===== config.mk =====
export PLATFORM = sky130hd
export DESIGN_NAME = ecp_fwd_decoder
export DESIGN_NICKNAME = d
export VERILOG_FILES = /design/src/rtl/ecp_fwd_pkg.sv /design/src/rtl/ecp_byte_classify.sv /design/src/rtl/ecp_run_expander.sv /design/src/rtl/ecp_chan_reg.sv /design/src/rtl/ecp_fwd_decoder.sv
export SDC_FILE = /design/constraint.sdc
export NUM_CORES = 1
export LEC_CHECK = 0
export BUFFER_PORTS_ARGS = -buffer_cell sky130_fd_sc_hd__buf_2
export CORE_UTILIZATION = 53
export CTS_BUF_LIST = sky130_fd_sc_hd__clkbuf_2
export CTS_CLUSTER_DIAMETER = 40
export DETAILED_ROUTE_END_ITERATION = 10
export PLACE_DENSITY = 0.84
export SYNTH_ARGS = -nofsm -noshare
export SYNTH_HDL_FRONTEND = slang
export SYNTH_SLANG_ARGS = --single-unit

===== constraint.sdc =====
create_clock -name clk -period 2 [get_ports clk]
set_input_delay 0.2 -clock clk [delete_from_list [all_inputs] [get_ports clk]]
set_output_delay 0.2 -clock clk [all_outputs]
set_load 0.02 [all_outputs]

===== src/rtl/ecp_fwd_pkg.sv =====
package ecp_fwd_pkg;
  localparam int unsigned BYTE_W = 8;
  localparam int unsigned FIELD_W = BYTE_W - 1;

  // command type select sits in the top bit of a command byte
  function automatic logic cmd_is_channel(input logic [BYTE_W-1:0] b);
    return b[BYTE_W-1];
  endfunction

  function automatic logic [FIELD_W-1:0] cmd_field(input logic [BYTE_W-1:0] b);
    return b[FIELD_W-1:0];
  endfunction

  // total writes produced by a run count
  function automatic int unsigned run_copies(input logic [FIELD_W-1:0] n);
    return int'(n) + 1;
  endfunction
endpackage


===== src/rtl/ecp_byte_classify.sv =====
module ecp_byte_classify
  import ecp_fwd_pkg::*;
(
  input  logic [BYTE_W-1:0]  byte_i,
  input  logic               hostack_i,
  output logic               is_data_o,
  output logic               is_run_cmd_o,
  output logic               is_chan_cmd_o,
  output logic [FIELD_W-1:0] field_o
);
  always_comb begin
    is_data_o     = hostack_i;
    is_run_cmd_o  = !hostack_i && !cmd_is_channel(byte_i);
    is_chan_cmd_o = !hostack_i && cmd_is_channel(byte_i);
    field_o       = cmd_field(byte_i);
  end
endmodule


===== src/rtl/ecp_run_expander.sv =====
module ecp_run_expander
  import ecp_fwd_pkg::*;
#(
  parameter int unsigned DW = BYTE_W,
  parameter int unsigned CW = FIELD_W
) (
  input  logic          clk,
  input  logic          rst_n,
  input  logic          arm_i,
  input  logic [CW-1:0] arm_cnt_i,
  input  logic          disarm_i,
  input  logic          load_i,
  input  logic [DW-1:0] load_byte_i,
  input  logic          out_ready_i,
  output logic          pending_o,
  output logic          expanding_o,
  output logic          last_copy_o,
  output logic [DW-1:0] held_o
);
  logic          pending_q;
  logic [CW-1:0] cnt_q;
  logic          expanding_q;
  logic [CW-1:0] left_q;
  logic [DW-1:0] held_q;

  assign pending_o   = pending_q;
  assign expanding_o = expanding_q;
  assign held_o      = held_q;
  assign last_copy_o = expanding_q && (left_q == '0);

  always_ff @(posedge clk) begin
    if (!rst_n) begin
      pending_q   <= 1'b0;
      cnt_q       <= '0;
      expanding_q <= 1'b0;
      left_q      <= '0;
      held_q      <= '0;
    end else begin
      if (load_i) begin
        pending_q   <= 1'b0;
        expanding_q <= 1'b1;
        left_q      <= cnt_q;
        held_q      <= load_byte_i;
      end else if (expanding_q && out_ready_i) begin
        if (left_q == '0) expanding_q <= 1'b0;
        else              left_q      <= left_q - 1'b1;
      end
      if (arm_i) begin
        pending_q <= 1'b1;
        cnt_q     <= arm_cnt_i;
      end else if (disarm_i) begin
        pending_q <= 1'b0;
      end
    end
  end

  assert_run_clear_R5: assert property (@(posedge clk) disable iff (!rst_n)
    disarm_i |=> !pending_o);
  assert_run_once_R6: assert property (@(posedge clk) disable iff (!rst_n)
    load_i |=> (expanding_o && !pending_o));
  assert_last_exit_R4: assert property (@(posedge clk) disable iff (!rst_n)
    (last_copy_o && out_ready_i) |=> !expanding_o);
  assert_copy_wait_R8: assert property (@(posedge clk) disable iff (!rst_n)
    (expanding_o && !out_ready_i) |=> (expanding_o && $stable(held_o)));
endmodule


===== src/rtl/ecp_chan_reg.sv =====
module ecp_chan_reg #(
  parameter int unsigned AW = 7
) (
  input  logic          clk,
  input  logic          rst_n,
  input  logic          we_i,
  input  logic [AW-1:0] d_i,
  output logic [AW-1:0] q_o
);
  always_ff @(posedge clk) begin
    if (!rst_n)    q_o <= '0;
    else if (we_i) q_o <= d_i;
  end
endmodule


===== src/rtl/ecp_fwd_decoder.sv =====
module ecp_fwd_decoder
  import ecp_fwd_pkg::*;
(
  input  logic               clk,
  input  logic               rst_n,
  input  logic               in_valid,
  output logic               in_ready,
  input  logic [BYTE_W-1:0]  in_byte,
  input  logic               in_hostack,
  output logic               dat_valid,
  input  logic               dat_ready,
  output logic [BYTE_W-1:0]  dat_byte,
  output logic               cmd_valid,
  input  logic               cmd_ready,
  output logic [BYTE_W-1:0]  cmd_byte,
  output logic [FIELD_W-1:0] chan_addr
);
  logic               is_data, is_run_cmd, is_chan_cmd;
  logic [FIELD_W-1:0] field;
  logic               pending, expanding, last_copy;
  logic [BYTE_W-1:0]  held;

  // named events used by the assertions
  logic in_fire, cmd_fire, run_load, run_arm, chan_we;

  ecp_byte_classify cls_i (
    .byte_i(in_byte), .hostack_i(in_hostack),
    .is_data_o(is_data), .is_run_cmd_o(is_run_cmd),
    .is_chan_cmd_o(is_chan_cmd), .field_o(field)
  );

  always_comb begin
    if (expanding)    in_ready = 1'b0;
    else if (is_data) in_ready = pending ? 1'b1 : dat_ready;
    else              in_ready = cmd_ready;
  end

  assign in_fire  = in_valid && in_ready;
  assign cmd_fire = in_fire && !is_data;
  assign run_load = in_fire && is_data && pending;
  assign run_arm  = cmd_fire && is_run_cmd;
  assign chan_we  = cmd_fire && is_chan_cmd;

  assign cmd_valid = in_valid && !is_data && !expanding;
  assign cmd_byte  = in_byte;
  assign dat_valid = expanding || (in_valid && is_data && !pending);
  assign dat_byte  = expanding ? held : in_byte;

  ecp_run_expander #(.DW(BYTE_W), .CW(FIELD_W)) run_i (
    .clk(clk), .rst_n(rst_n),
    .arm_i(run_arm), .arm_cnt_i(field), .disarm_i(chan_we),
    .load_i(run_load), .load_byte_i(in_byte), .out_ready_i(dat_ready),
    .pending_o(pending), .expanding_o(expanding),
    .last_copy_o(last_copy), .held_o(held)
  );

  ecp_chan_reg #(.AW(FIELD_W)) chan_i (
    .clk(clk), .rst_n(rst_n), .we_i(chan_we), .d_i(field), .q_o(chan_addr)
  );

  assert_stall_in_run_R7: assert property (@(posedge clk) disable iff (!rst_n)
    expanding |-> !in_ready);
  assert_ports_exclusive_R2: assert property (@(posedge clk) disable iff (!rst_n)
    cmd_valid |-> !dat_valid);
  assert_chan_load_R3: assert property (@(posedge clk) disable iff (!rst_n)
    chan_we |=> (chan_addr == $past(in_byte[FIELD_W-1:0])));
  assert_copy_hold_R8: assert property (@(posedge clk) disable iff (!rst_n)
    (dat_valid && !dat_ready) |=> (dat_valid && $stable(dat_byte)));
  assert_run_start_R4: assert property (@(posedge clk) disable iff (!rst_n)
    run_load |=> (dat_valid && !last_copy || dat_valid));
endmodule


After elaboration in Yosys (flattened, before gate mapping)
Cells that the tools add are included.
{"block": "classes", "bitwise": 0, "muxes": 13, "n_reduce_logical": 24, "order_cmp": 0, "n_eq_ne": 1, "div_mod_pow": 0, "addsub": 1, "shifts": 0, "multipliers": 0}
{"operator": "$mux 7", "n": 3}
{"operator": "$logic_and 1x1->1", "n": 13}
{"operator": "$mux 1", "n": 9}
{"operator": "$mux 8", "n": 1}
{"operator": "$logic_not 7->1", "n": 1}
{"operator": "$sub 7x1->7 const B", "n": 1}
{"operator": "$logic_not 1->1", "n": 4}
{"operator": "$reduce_and 2->1", "n": 2}
{"operator": "$reduce_bool 2->1", "n": 2}
{"operator": "$reduce_bool 3->1", "n": 1}
{"operator": "$ne 2x1->1 const B", "n": 1}
{"operator": "$logic_or 1x1->1", "n": 1}
{"block": "word_totals", "word_cells": 45, "mem_bits_ro": 0, "reg_bits": 31, "ram_bits": 0, "in_bits": 14, "mem_count": 0, "latchBits": 0, "output_inout_bits": 26}

Depth between registers and ports, before layout
Gate-level depths: netlist of run 1.
{"block": "logic_depth", "word_depth": 9, "depth_mapped": 6, "depth_no_buf": 6}

By module
A second synthesis of run 1 with hierarchy kept.
{"block": "unflattened", "cells_unflattened": 176, "area_unflattened_um2": 1720.4}
{"module": "ecp_run_expander", "area_each_um2": 1136.1, "n_inst": 1, "seq_area_each_um2": 480.5, "cells_each": 118}
{"module": "ecp_chan_reg", "area_each_um2": 265.3, "n_inst": 1, "seq_area_each_um2": 140.1, "cells_each": 22}
{"module": "ecp_fwd_decoder", "area_each_um2": 246.5, "n_inst": 1, "seq_area_each_um2": 0.0, "cells_each": 26}
{"module": "ecp_byte_classify", "area_each_um2": 72.6, "n_inst": 1, "seq_area_each_um2": 0.0, "cells_each": 10}

Worst setup path before layout of run 1
OpenSTA, ideal clock, no wires.
{"block": "synth_timing", "kind": "flip-flop to flip-flop", "start": "register run_i.expanding_q (netlist: run_i.expanding_o)", "end": "register chan_i.q_o[0]", "t_arrival_ns": 1.700, "setup_ns": 0.128, "synth_period_minus_slack_ns": 1.828, "slack_ns": 0.172, "path_buffers": 0, "required_ns": 1.872, "path_stages_with_launch": 5, "path_cell_list": "dfxtp_1 -> nor3b_1 -> nand3_1 -> mux2i_1 -> nor2_1"}
{"block": "synth_via", "elab_chain_len": 4}
{"element": "from (decl)", "line_no": "ecp_run_expander.sv:22", "text": "logic expanding_q;"}
{"element": "from (signal assigned)", "line_no": "ecp_run_expander.sv:35", "text": "expanding_q <= 1'b0;"}
{"element": "from (signal assigned)", "line_no": "ecp_run_expander.sv:41", "text": "expanding_q <= 1'b1;"}
{"element": "from (signal assigned)", "line_no": "ecp_run_expander.sv:45", "text": "if (left_q == '0) expanding_q <= 1'b0;"}
{"element": "$mux 1", "line_no": "ecp_fwd_decoder.sv:33", "text": "if (expanding) in_ready = 1'b0;"}
{"element": "$logic_and 1x1->1", "line_no": "ecp_fwd_decoder.sv:38", "text": "assign in_fire = in_valid && in_ready;"}
{"element": "$logic_and 1x1->1", "line_no": "ecp_fwd_decoder.sv:39", "text": "assign cmd_fire = in_fire && !is_data;"}
{"element": "$logic_and 1x1->1", "line_no": "ecp_fwd_decoder.sv:42", "text": "assign chan_we = cmd_fire && is_chan_cmd;"}
{"element": "to (signal assigned)", "line_no": "ecp_chan_reg.sv:12", "text": "else if (we_i) q_o <= d_i;"}
{"element": "to (decl)", "line_no": "ecp_chan_reg.sv:8", "text": "output logic [AW-1:0] q_o"}
Every way passes these cells.
A chain may end at the register's enable or synchronous reset.

Worst setup path in the final report of run 1
{"block": "layout_timing", "start": "register run_i.expanding_q (netlist: run_i.expanding_o)", "end": "output port dat_byte[4]"}
{"block": "layout_via", "elab_chain_len": 1}
{"element": "$mux 8", "line_no": "ecp_fwd_decoder.sv:47", "text": "assign dat_byte = expanding ? held : in_byte;"}
{"element": "to (decl)", "line_no": "ecp_fwd_decoder.sv:12", "text": "output logic [BYTE_W-1:0] dat_byte,"}
Every way passes these cells.

==> summary.txt, run 1 <==
Timing
  • Final WS setup: 0.153 ns
  • Setup-failing EPs final: 0
  • Worst Skew: 0.0164 ns
  • Slew @ Worst Pin: 0.536 ns
  • Final Cycle Share: 92.3%
  • Achievable clock frequency: 542 MHz
  • Final hold slack: 0.0588 ns
  • Worst slew margin: 64.1%
  • Tmin final: 1.85 ns
  • Post-route setup TNS: 0 ns
  • Final Hold Viols: 0
  • Max Slew Vio Count: 0
  • RSZ-0062 raised after global routing: no

Worst setup path
  • CP Data Required Time: 1.80 ns
  • CP max FO: 9
  • Crit path cell chain: buf_4, mux2_2, buf_2
  • Crit-path slowest cell: dfxtp_1
  • Worst Setup SP: run_i.expanding_o
  • R2r setup slk: 0.21 ns
  • R2r startpoint: run_i.left_q[0]
  • Reg2Reg Depth: 6
  • Crit path capture type: output port
  • Startpoint types: flop
  • CP max stage delay: 0.52 ns
  • Critical path arrival: 1.65 ns
  • Critical path class: flop to output port
  • Capture point of the worst reg-to-reg path: run_i.left_q[1]

Yosys
  • Register area share after synthesis: 42.4%
  • Synth unique cells: 34
  • Post-synth EDFFs: 0
  • Main flop type after synthesis: dfxtp_1
  • Mapped Cells: 166
  • Syn Std Cell Area: 1460 um2
  • Asr flop ratio synth: 0%
  • #FFs+latches synth: 31
  • Syn nets: 182
  • Most area-hungry cell type in the Yosys netlist: dfxtp_1
  • Most common cell in the netlist: dfxtp_1
  • Synth warn: 0
  • Mean post-synth cell area: 8.81 um2
  • Post-synth top area share: 42.4%
  • Most area-consuming cells after synthesis: dfxtp_1 42%, mux2i_1 10%, mux2_2 6.2%, nand2_1 5.9%, nor2_1 5.1%
  • Most frequent cells after synthesis: 31 x dfxtp_1, 23 x nand2_1, 20 x nor2_1

Clock tree
  • Post-CTS Setup Repair Bufs: 0
  • Reg clk slew, reported paths: 0.18 ns
  • CTS tree: built
  • Hold buffer count at cts: 0
  • Clk sinks: 31
  • Clk_lat worst skew: 0.39 ns
  • CTS Root Cell: clkbuf_2
  • # resized after CTS: 0
  • CTS H-tree depth: 2
  • TritonCTS Buffers: 5
  • Max Root-Sink Buffers: 2

Place
  • Place WS: 0.257 ns
  • Routability cong.: 1.00
  • Port buffer count: 39
  • Detailed placer's ending HPWL: 2260 um
  • Cells after DPL: 224

Global route
  • Largest net degree at the start of global routing: 29
  • Vias in the first global route: 1,141
  • GR Overflow Total: 0
  • Initial antenna violation count: 0
  • Total global-route track usage: 25.8%
  • First-pass GRT wire length: 5180 um

Cells and area
  • Layout cells sized above 1: 29.7%
  • Diode count: 0
  • Fill cell total of the finished layout: 228
  • Area grow syn2layout: 14.5%
  • Nets: 217
  • Fin cells: 232

Detailed routing
  • Routed WL per cell: 14.4 um
  • Vias/cell: 5.68
  • 1st-iter DRT viols: 47
  • DRC Markers: 0
  • Routed WL: 3340 um
  • Via Count: 1,317
  • Drt first pass iters: 5
  • Post-DRT Antenna Nets: 0

Status
  • Status: complete, no violations

Die
  • Chip width: 54.5 um
  • Die area: 2970 um2
  • Starting Density: 57.5%
  • Core Area: 2540 um2
  • I/O pins: 40
  • FP Rows: 18
  • Die Height: 54.5 um

Hold path
  • Worst Hold Endpoint: run_i.held_o[6]
  • Worst hold path class: primary input to flop
  • HP Start: in_byte[6]
  • Hold Path Stages: 3

Power and ir drop
  • Total power: 1.07 mW
  • Power per cell area: 637 nW/um2
  • Leakage power: 0.720 nW
  • Peak supply drop: 601 uV

Job
  • Maxcap violations: 0
==> metrics by stage <==
step           util, %  area, um2
2_1_floorplan        -       1460
3_3_place_gp      64.2       1630
3_5_place_dp      64.2       1630
4_1_cts           65.8       1670
5_1_grt           65.8       1670
6_report          65.8       1670
==> sequential cells by signal, indices dropped and copies added, names as in the netlist <==
name,cells
chan_i.q_o,7
run_i.held_o,8
run_i.pending_o,1
run_i.left_q,7
run_i.cnt_q,7
run_i.expanding_o,1
==> how the worst max path moves through the flow <==
stage / slack (ns) / to / depth (start not counted)
finish: 0.15 / dat_byte[4] / 3
CTS: 0.13 / dat_byte[4] / 3
detailed placement: 0.26 / run_i.left_q[1] / 6
global route: 0.05 / dat_byte[4] / 3
global placement: 0.37 / run_i.left_q[5] / 4
floorplan: 0.17 / chan_i.q_o[0] / 4
==> cells in the final DEF (no fill, tap or decap), types with 2 or more instances in the layout <==
master	netlist	layout
inv_1	5	5
dfxtp_1	31	31
nand2_1	23	23
mux2i_1	15	15
nor3b_1	3	3
buf_4	8	3
a21oi_1	12	12
nor3_1	5	5
o21a_1	2	2
buf_2	1	39
ha_1	2	2
mux2_2	8	8
a31oi_1	3	3
nand4b_1	2	2
nor2_1	20	20
clkbuf_2	0	5
clkinv_1	0	2
nand3_1	4	4
==> cell type report <==
class                      instances  area (um2)  area share, %
clock inverter                     3        15.0          0.897
sequential                        31         621           37.1
inverter                           6        22.5           1.35
clock buffer                       5        25.0           1.49
multi-input combinational        115         736           43.9
timing repair buffer              42         218           13.0
tap                               30        37.5           2.24
==> worst max-delay path, delay by kind of cell, from the launching register on <==
family | cells | cell delay, ns
buf+inv | 2 | 0.40
mux | 1 | 0.36
flops | 1 | 0.52
==> report_power, final <==
part           internal, mW  total, mW  switching (mW)
Combinational        0.0492      0.132          0.0833
Clock                0.0777      0.303           0.225
Sequential            0.626      0.632         0.00542
==> metal layers <==
metal / part of all wire [%] / global-route usage [%] / vias to the layer above
li1: - / - / 636
met1: 43 / 29.3 / 613
met2: 49 / 42.3 / 54
met3: 6.4 / 8.61 / 14
met4: 2.4 / 13.7 / 0
met5: 0 / 0 / -
==> kinds of logic (layout without fill, tap and decap cells) <==
group,after synthesis,after routing,share of synthesized area (%)
adder cells (fa/ha/maj),2,2,1.71
XOR/XNOR,1,1,0.599
multiplexers,23,23,16.4
AO/OA/AOI/OAI,24,24,10.4
buffers and inverters,20,56,7.27
AND/OR/NAND/NOR,65,65,21.2
flip-flops,31,31,42.4
No activity file was read; power rests on OpenSTA's default activity.
==> run 2: changes to the inputs <==
BUFFER_PORTS_ARGS = unset   (was -buffer_cell sky130_fd_sc_hd__buf_2)
CORE_MARGIN = 2   (was unset)
CORE_UTILIZATION = 61   (was 53)
CTS_BUF_LIST = sky130_fd_sc_hd__clkbuf_4 sky130_fd_sc_hd__clkbuf_8 sky130_fd_sc_hd__clkbuf_16   (was sky130_fd_sc_hd__clkbuf_2)
DONT_BUFFER_PORTS = 1   (was unset)
PLACE_DENSITY = 0.8   (was 0.84)
==> run 2 against run 1 <==
Net effect:
- final cell count down 13%
- clock power up 71%
- sequential power about the same
- sequential share of layout area up 0.82 points
- largest cell class unchanged
- register-to-register slack better by 0.02 ns
- count of clock-buffer cells in the layout up 1
- cell area down 2.2%
==> summary.txt, run 2 (synthesis gave the netlist of run 1 again) <==
Status
  • Status: complete, no violations

Worst setup path
  • Startpoint types: flop
  • Crit-path slowest cell: nor3b_1
  • Crit path capture type: flop
  • Critical path class: flop to flop
  • CP Data Required Time: 2.23 ns (+0.43 ns)
  • CP max stage delay: 0.37 ns (-0.15 ns)
  • Crit path cell chain: inv_1, ha_1, nor3b_1, a21oi_1, a22o_1, o21a_1
  • R2r setup slk: 0.23 ns (+0.02 ns)
  • Top delay family on crit path: compound AO/OA/AOI/OAI gates
  • CP max FO: 6 (-3)
  • Critical path arrival: 2.00 ns (+0.35 ns)
  • WP buf/inv: 1 (-1)

Global route
  • Largest net degree at the start of global routing: 29 (unchanged)
  • Initial antenna violation count: 0 (unchanged)
  • First-pass GRT wire length: 5040 um (-2.7%)
  • Vias in the first global route: 1,154 (+1.1%)
  • Total global-route track usage: 25.6% (-0.18 points)
  • GR Overflow Total: 0 (unchanged)

Timing
  • RSZ-0062 raised after global routing: no
  • Tmin final: 1.77 ns (-0.0743 ns)
  • Achievable clock frequency: 564 MHz (+4.2%)
  • Max Slew Vio Count: 0 (unchanged)
  • Worst Skew: 0.0117 ns (-0.00466 ns)
  • Setup-failing EPs final: 0 (unchanged)
  • Final hold slack: 0.00992 ns (-0.0489 ns)
  • Final Cycle Share: 88.6% (-3.7 points)
  • Post-route setup TNS: 0 ns (unchanged)
  • Final Hold Viols: 0 (unchanged)
  • Slew @ Worst Pin: 0.630 ns (+0.0935 ns)
  • Worst slew margin: 57.7% (-6.5 points)
  • Final WS setup: 0.228 ns (+0.0743 ns)

Clock tree
  • Post-CTS Setup Repair Bufs: 0 (unchanged)
  • CTS Root Cell: clkbuf_4
  • Max Root-Sink Buffers: 2 (unchanged)
  • CTS H-tree depth: 2 (unchanged)
  • CTS tree: built
  • Reg clk slew, reported paths: 0.10 ns (-0.08 ns)
  • Clk_lat worst skew: 0.34 ns (-0.05 ns)
  • Clk sinks: 31 (unchanged)
  • TritonCTS Buffers: 5 (unchanged)

Place
  • Routability cong.: 0.759 (-24%)
  • Detailed placer's ending HPWL: 2100 um (-7.0%)
  • Cell Area, Placed: 1450 um2 (-11%)
  • Port buffer count: 0 (-100%)
  • Cells after DPL: 185 (-17%)
  • Place WS: 0.266 ns (+0.00886 ns)

Power and ir drop
  • Power per cell area: 758 nW/um2 (+19%)
  • Peak supply drop: 760 uV (+26%)
  • Total power: 1.24 mW (+16%)
  • Leakage power: 0.631 nW (-12%)

Detailed routing
  • Routed WL per cell: 15.7 um (+9.4%)
  • Via Count: 1,214 (-7.8%)
  • Drt first pass iters: 4 (-1)
  • 1st-iter DRT viols: 37 (-21%)
  • DRC Markers: 0 (unchanged)
  • Vias/cell: 5.98 (+5.3%)
  • Post-DRT Antenna Nets: 0 (unchanged)
  • Routed WL: 3200 um (-4.3%)

Die
  • Die area: 2810 um2 (-5.7%)
  • Core Area: 2230 um2 (-12%)
  • FP Rows: 17 (-1)
  • Starting Density: 65.5% (+8.0 points)
  • I/O pins: 40 (unchanged)
  • Chip width: 53.0 um (-2.9%)
  • Die Height: 53.0 um (-2.9%)

Cells and area
  • Nets: 190 (-12%)
  • Diode count: 0 (unchanged)
  • Layout cells sized above 1: 14.3% (-15 points)
  • Fill cell total of the finished layout: 185 (-19%)
  • Final core utilization: 73.3% (+7.6 points)
  • Most common cell after layout, fill and taps aside: dfxtp_1
  • Area grow syn2layout: 12.0%
  • Fin cells: 203 (-13%)
  • Post-route cell area: 1640 um2 (-2.2%)
  • Max reg flops: 8 (unchanged)
  • Most frequent cells in the layout: 31 x dfxtp_1, 23 x nand2_1, 20 x nor2_1

Hold path
  • Worst hold path class: primary input to flop

Job
  • Maxcap violations: 0 (unchanged)
==> run 2: final cells by class <==
class / instances / area (um2) / share of cell area (%)
Clock buffer: 6 / 51.3 / 3.13
Clock inverter: 2 / 35.0 / 2.14
Inverter: 6 / 22.5 / 1.38
Multi-Input combinational cell: 115 / 736 / 44.9
Sequential cell: 31 / 621 / 37.9
Tap cell: 28 / 35.0 / 2.14
Timing Repair Buffer: 15 / 138 / 8.40
==> run 2: report_power, final <==
group / leakage, nW / internal [mW] / switching (mW)
logic: 0.332 / 0.0395 / 0.0507
registers: 0.250 / 0.625 / 0.00975
clock network: 0.0482 / 0.295 / 0.221
==> run 2: path summary, 6_finish.rpt <==
kind	end	cells past startpoint	startpoint
setup / recovery	run_i.left_q[1]	6	run_i.left_q[0]
hold reg to reg	run_i.held_o[6]	2	run_i.held_o[6]
setup reg to reg	run_i.left_q[1]	6	run_i.left_q[0]
hold / removal	run_i.cnt_q[1]	2	in_byte[1]
==> run 2: worst reg2reg max path: cells and delay by family, from the launching register on <==
kind                       cells  cell delay, ns
AOI/OAI and AO/OA              3            0.69
adders and majority gates      1            0.18
buffers and inverters          1            0.09
DFF                            1            0.35
and+or+nand+nor                1            0.37
==> run 2: timing repair <==
item,in CTS,in global routing
gates resized for setup,0,0
hold buffers,10,0
endpoints found under the hold margin,12,0
==> run 2: metal layers <==
metal / track usage (%) / vias up / wire length [um]
li1: - / 584 / -
met1: 28.4 / 570 / 1270
met3: 7.06 / 11 / 237
met2: 43.5 / 49 / 1600
met4: 14.5 / 0 / 84
met5: 0 / - / 0
==> run 3: changes to the inputs <==
ABC_AREA = 1   (was unset)
==> run 3 against run 2 <==
Net effect:
- setup slack better by 0.10 ns
- flip-flop and latch count stayed put
- synthesized cell count is 40% higher
- hold slack worse by 0.0092 ns
- first-iteration DRC count is 8.1% higher
- register-to-register slack better by 0.19 ns
- via count is 21% higher
- highest routed layer unchanged
==> summary.txt, run 3 <==
Yosys
  • Most common cell in the netlist: nor2_1
  • Mean post-synth cell area: 6.84 um2 (-22%)
  • Most area-hungry cell type in the Yosys netlist: dfxtp_1
  • Mux cell area share after synthesis: 0% (-16 points)
  • Post-synth EDFFs: 0 (unchanged)
  • Synth warn: 0 (unchanged)
  • Post-Synth Adder-Cell Area: 1.57% (-0.14 points)
  • Main combinational cell family by area after synthesis: simple AND/OR/NAND/NOR gates
  • Post-synth top area share: 39.0% (-3.5 points)
  • Xor-xnor portion of the synthesized cell area: 2.20% (+1.6 points)
  • Simple logic cell fraction of the synthesized area: 36.0% (+15 points)
  • #FFs+latches synth: 31 (unchanged)
  • Synth unique cells: 25 (-26%)
  • Mapped Cells: 233 (+40%)
  • Register area share after synthesis: 39.0% (-3.5 points)
  • Most frequent cells after synthesis: 51 x nor2_1, 44 x nand2_1, 31 x dfxtp_1
  • Synth Area in Compound Gates: 9.90% (-0.45 points)
  • Asr flop ratio synth: 0% (unchanged)
  • Main flop type after synthesis: dfxtp_1
  • Syn nets: 249 (+37%)
  • Syn Std Cell Area: 1590 um2 (+8.9%)
  • Most area-consuming cells after synthesis: dfxtp_1 39%, nor2_1 12%, nand2_1 10%, o21ai_0 5.3%, inv_1 4.7%

Cells and area
  • Diode count: 0 (unchanged)
  • Footprint of the multi-input gates: 791 um2 (+7.5%)
  • Fill cell total of the finished layout: 244 (+32%)
  • Max reg flops: 8 (unchanged)
  • Most frequent cells in the layout: 51 x nor2_1, 44 x nand2_1, 31 x dfxtp_1
  • Nets: 244 (+28%)
  • Area grow syn2layout: 1.49%
  • Storage element area: 621 um2 (unchanged)
  • Most common cell after layout, fill and taps aside: nor2_1
  • Layout cells sized above 1: 8.73% (-5.6 points)

Place
  • Detailed placer's ending HPWL: 2500 um (+19%)
  • Routability cong.: 0.765 (+0.76%)
  • Port buffer count: 0 (unchanged)

Global route
  • Largest net degree at the start of global routing: 21 (-28%)
  • Total global-route track usage: 26.2% (+0.64 points)
  • Initial antenna violation count: 0 (unchanged)
  • GR Overflow Total: 0 (unchanged)
  • Vias in the first global route: 1,343 (+16%)
  • First-pass GRT wire length: 5580 um (+11%)

Clock tree
  • Reg clk slew, reported paths: 0.10 ns (about the same)
  • Post-CTS Setup Repair Bufs: 0 (unchanged)
  • # resized after CTS: 0 (unchanged)
  • Clk sinks: 31 (unchanged)
  • TritonCTS Buffers: 5 (unchanged)
  • Clk_lat worst skew: 0.34 ns (about the same)
  • Max Root-Sink Buffers: 2 (unchanged)
  • CTS tree: built
  • CTS Root Cell: clkbuf_4
  • CTS H-tree depth: 2 (unchanged)

Worst setup path
  • Reg2Reg Depth: 7 (+1)
  • Critical path class: flop to output port
  • R2r setup slk: 0.42 ns (+0.19 ns)
  • CP Data Required Time: 1.80 ns (-0.43 ns)
  • Startpoint types: flop
  • Critical path arrival: 1.47 ns (-0.53 ns)
  • R2r startpoint: run_i.expanding_o
  • CP max FO: 14 (+8)
  • Capture point of the worst reg-to-reg path: run_i.left_q[5]
  • Crit path capture type: output port

Detailed routing
  • Via Count: 1,466 (+21%)
  • Routed WL per cell: 13.7 um (-13%)
  • Routed WL: 3540 um (+11%)
  • DRC Markers: 0 (unchanged)
  • Vias/cell: 5.66 (-5.4%)
  • Post-DRT Antenna Nets: 0 (unchanged)
  • Drt first pass iters: 4 (unchanged)
  • 1st-iter DRT viols: 40 (+8.1%)

Power and ir drop
  • Total power: 1.09 mW (-12%)
  • Peak supply drop: 540 uV (-29%)
  • Power per cell area: 676 nW/um2 (-11%)
  • Leakage power: 0.765 nW (+21%)

Timing
  • Setup-failing EPs final: 0 (unchanged)
  • Slew @ Worst Pin: 0.732 ns (+0.102 ns)
  • Worst Skew: 0.00788 ns (-0.00382 ns)
  • Worst slew margin: 50.7% (-7.0 points)
  • Achievable clock frequency: 599 MHz (+6.2%)
  • Final Cycle Share: 83.5% (-5.1 points)
  • Post-route setup TNS: 0 ns (unchanged)
  • Max Slew Vio Count: 0 (unchanged)
  • RSZ-0062 raised after global routing: no
  • Tmin final: 1.67 ns (-0.103 ns)
  • Final Hold Viols: 0 (unchanged)

Die
  • Die area: 3040 um2 (+8.2%)
  • Starting Density: 64.3% (-1.2 points)
  • Core Area: 2480 um2 (+11%)
  • I/O pins: 40 (unchanged)
  • FP Rows: 18 (+1)
  • Die Height: 55.1 um (+4.0%)
  • Chip width: 55.1 um (+4.0%)

Hold path
  • Worst hold path class: primary input to flop
  • HP Start: rst_n
  • Worst Hold Endpoint: run_i.held_o[4]
  • Hold Path Stages: 2 (unchanged)

Status
  • Status: complete, no violations

Job
  • Maxcap violations: 0 (unchanged)
## run 3: cell type report
type / instances / area share (%)
timing repair buffer: 2 / 1.24
tap: 30 / 2.32
clock inverter: 2 / 0.774
clock buffer: 6 / 2.79
multi-input combinational: 164 / 48.9
sequential: 31 / 38.4
inverter: 24 / 5.57
## run 3: critical path: stages, from the launching register on
cell and delay (ns):
dfxtp_1 0.64, inv_2 0.19, o21ai_1 0.18, nor2_4 0.12
## run 3: worst max-delay path by stage
stage | startpoint | to | slack, ns | depth (start not counted)
final | run_i.expanding_o | in_ready | 0.33 | 3
after global routing | run_i.expanding_o | dat_valid | 0.23 | 2
after CTS | run_i.expanding_o | in_ready | 0.32 | 3
after detailed placement | run_i.expanding_o | run_i.left_q[5] | 0.47 | 7
after global placement | run_i.expanding_o | run_i.cnt_q[2] | 0.53 | 6
after floorplan | run_i.left_q[0] | run_i.left_q[3] | 0.69 | 11
## run 3: repair_timing
item                                   CTS  global route
endpoints found under the hold margin   21             0
setup endpoints to repair                0             0
hold buffers                             2             0
## run 3: layer usage
layer	vias to the layer above	share of wire, %	GRT usage, %
met3	9	9.3	8.87
met5	-	0	0
met4	0	1.8	11.4
li1	722	-	-
met2	54	46	42.7
met1	681	43	31.4
## run 3: metrics by stage
stage	cell area, um2	std cells	setup slack (ns)	utilization (%)	hold slack, ns
finish	1620	259	0.330	65.3	0.000692
global route	1620	259	0.232	65.3	0.00349
CTS	1620	259	0.323	65.3	0.00168
detailed placement	1540	249	0.473	62.1	0.307
global placement	1540	249	0.532	62.1	0.301
floorplan	1590	233	0.690	-	0.335
## run 3: report_power, final
part	internal (mW)	switching [mW]	leakage, nW	total, mW
logic	0.0247	0.0612	0.483	0.0859
clock network	0.149	0.216	0.0317	0.365
registers	0.629	0.0134	0.251	0.643
total	0.803	0.291	0.765	1.09
## run 3: cells by family after synthesis
group           count (synthesis)
fa+ha+maj                       2
xor+xnor                        4
buf+inv                        38
compound gates                 31
flops                          31
simple gates                  127
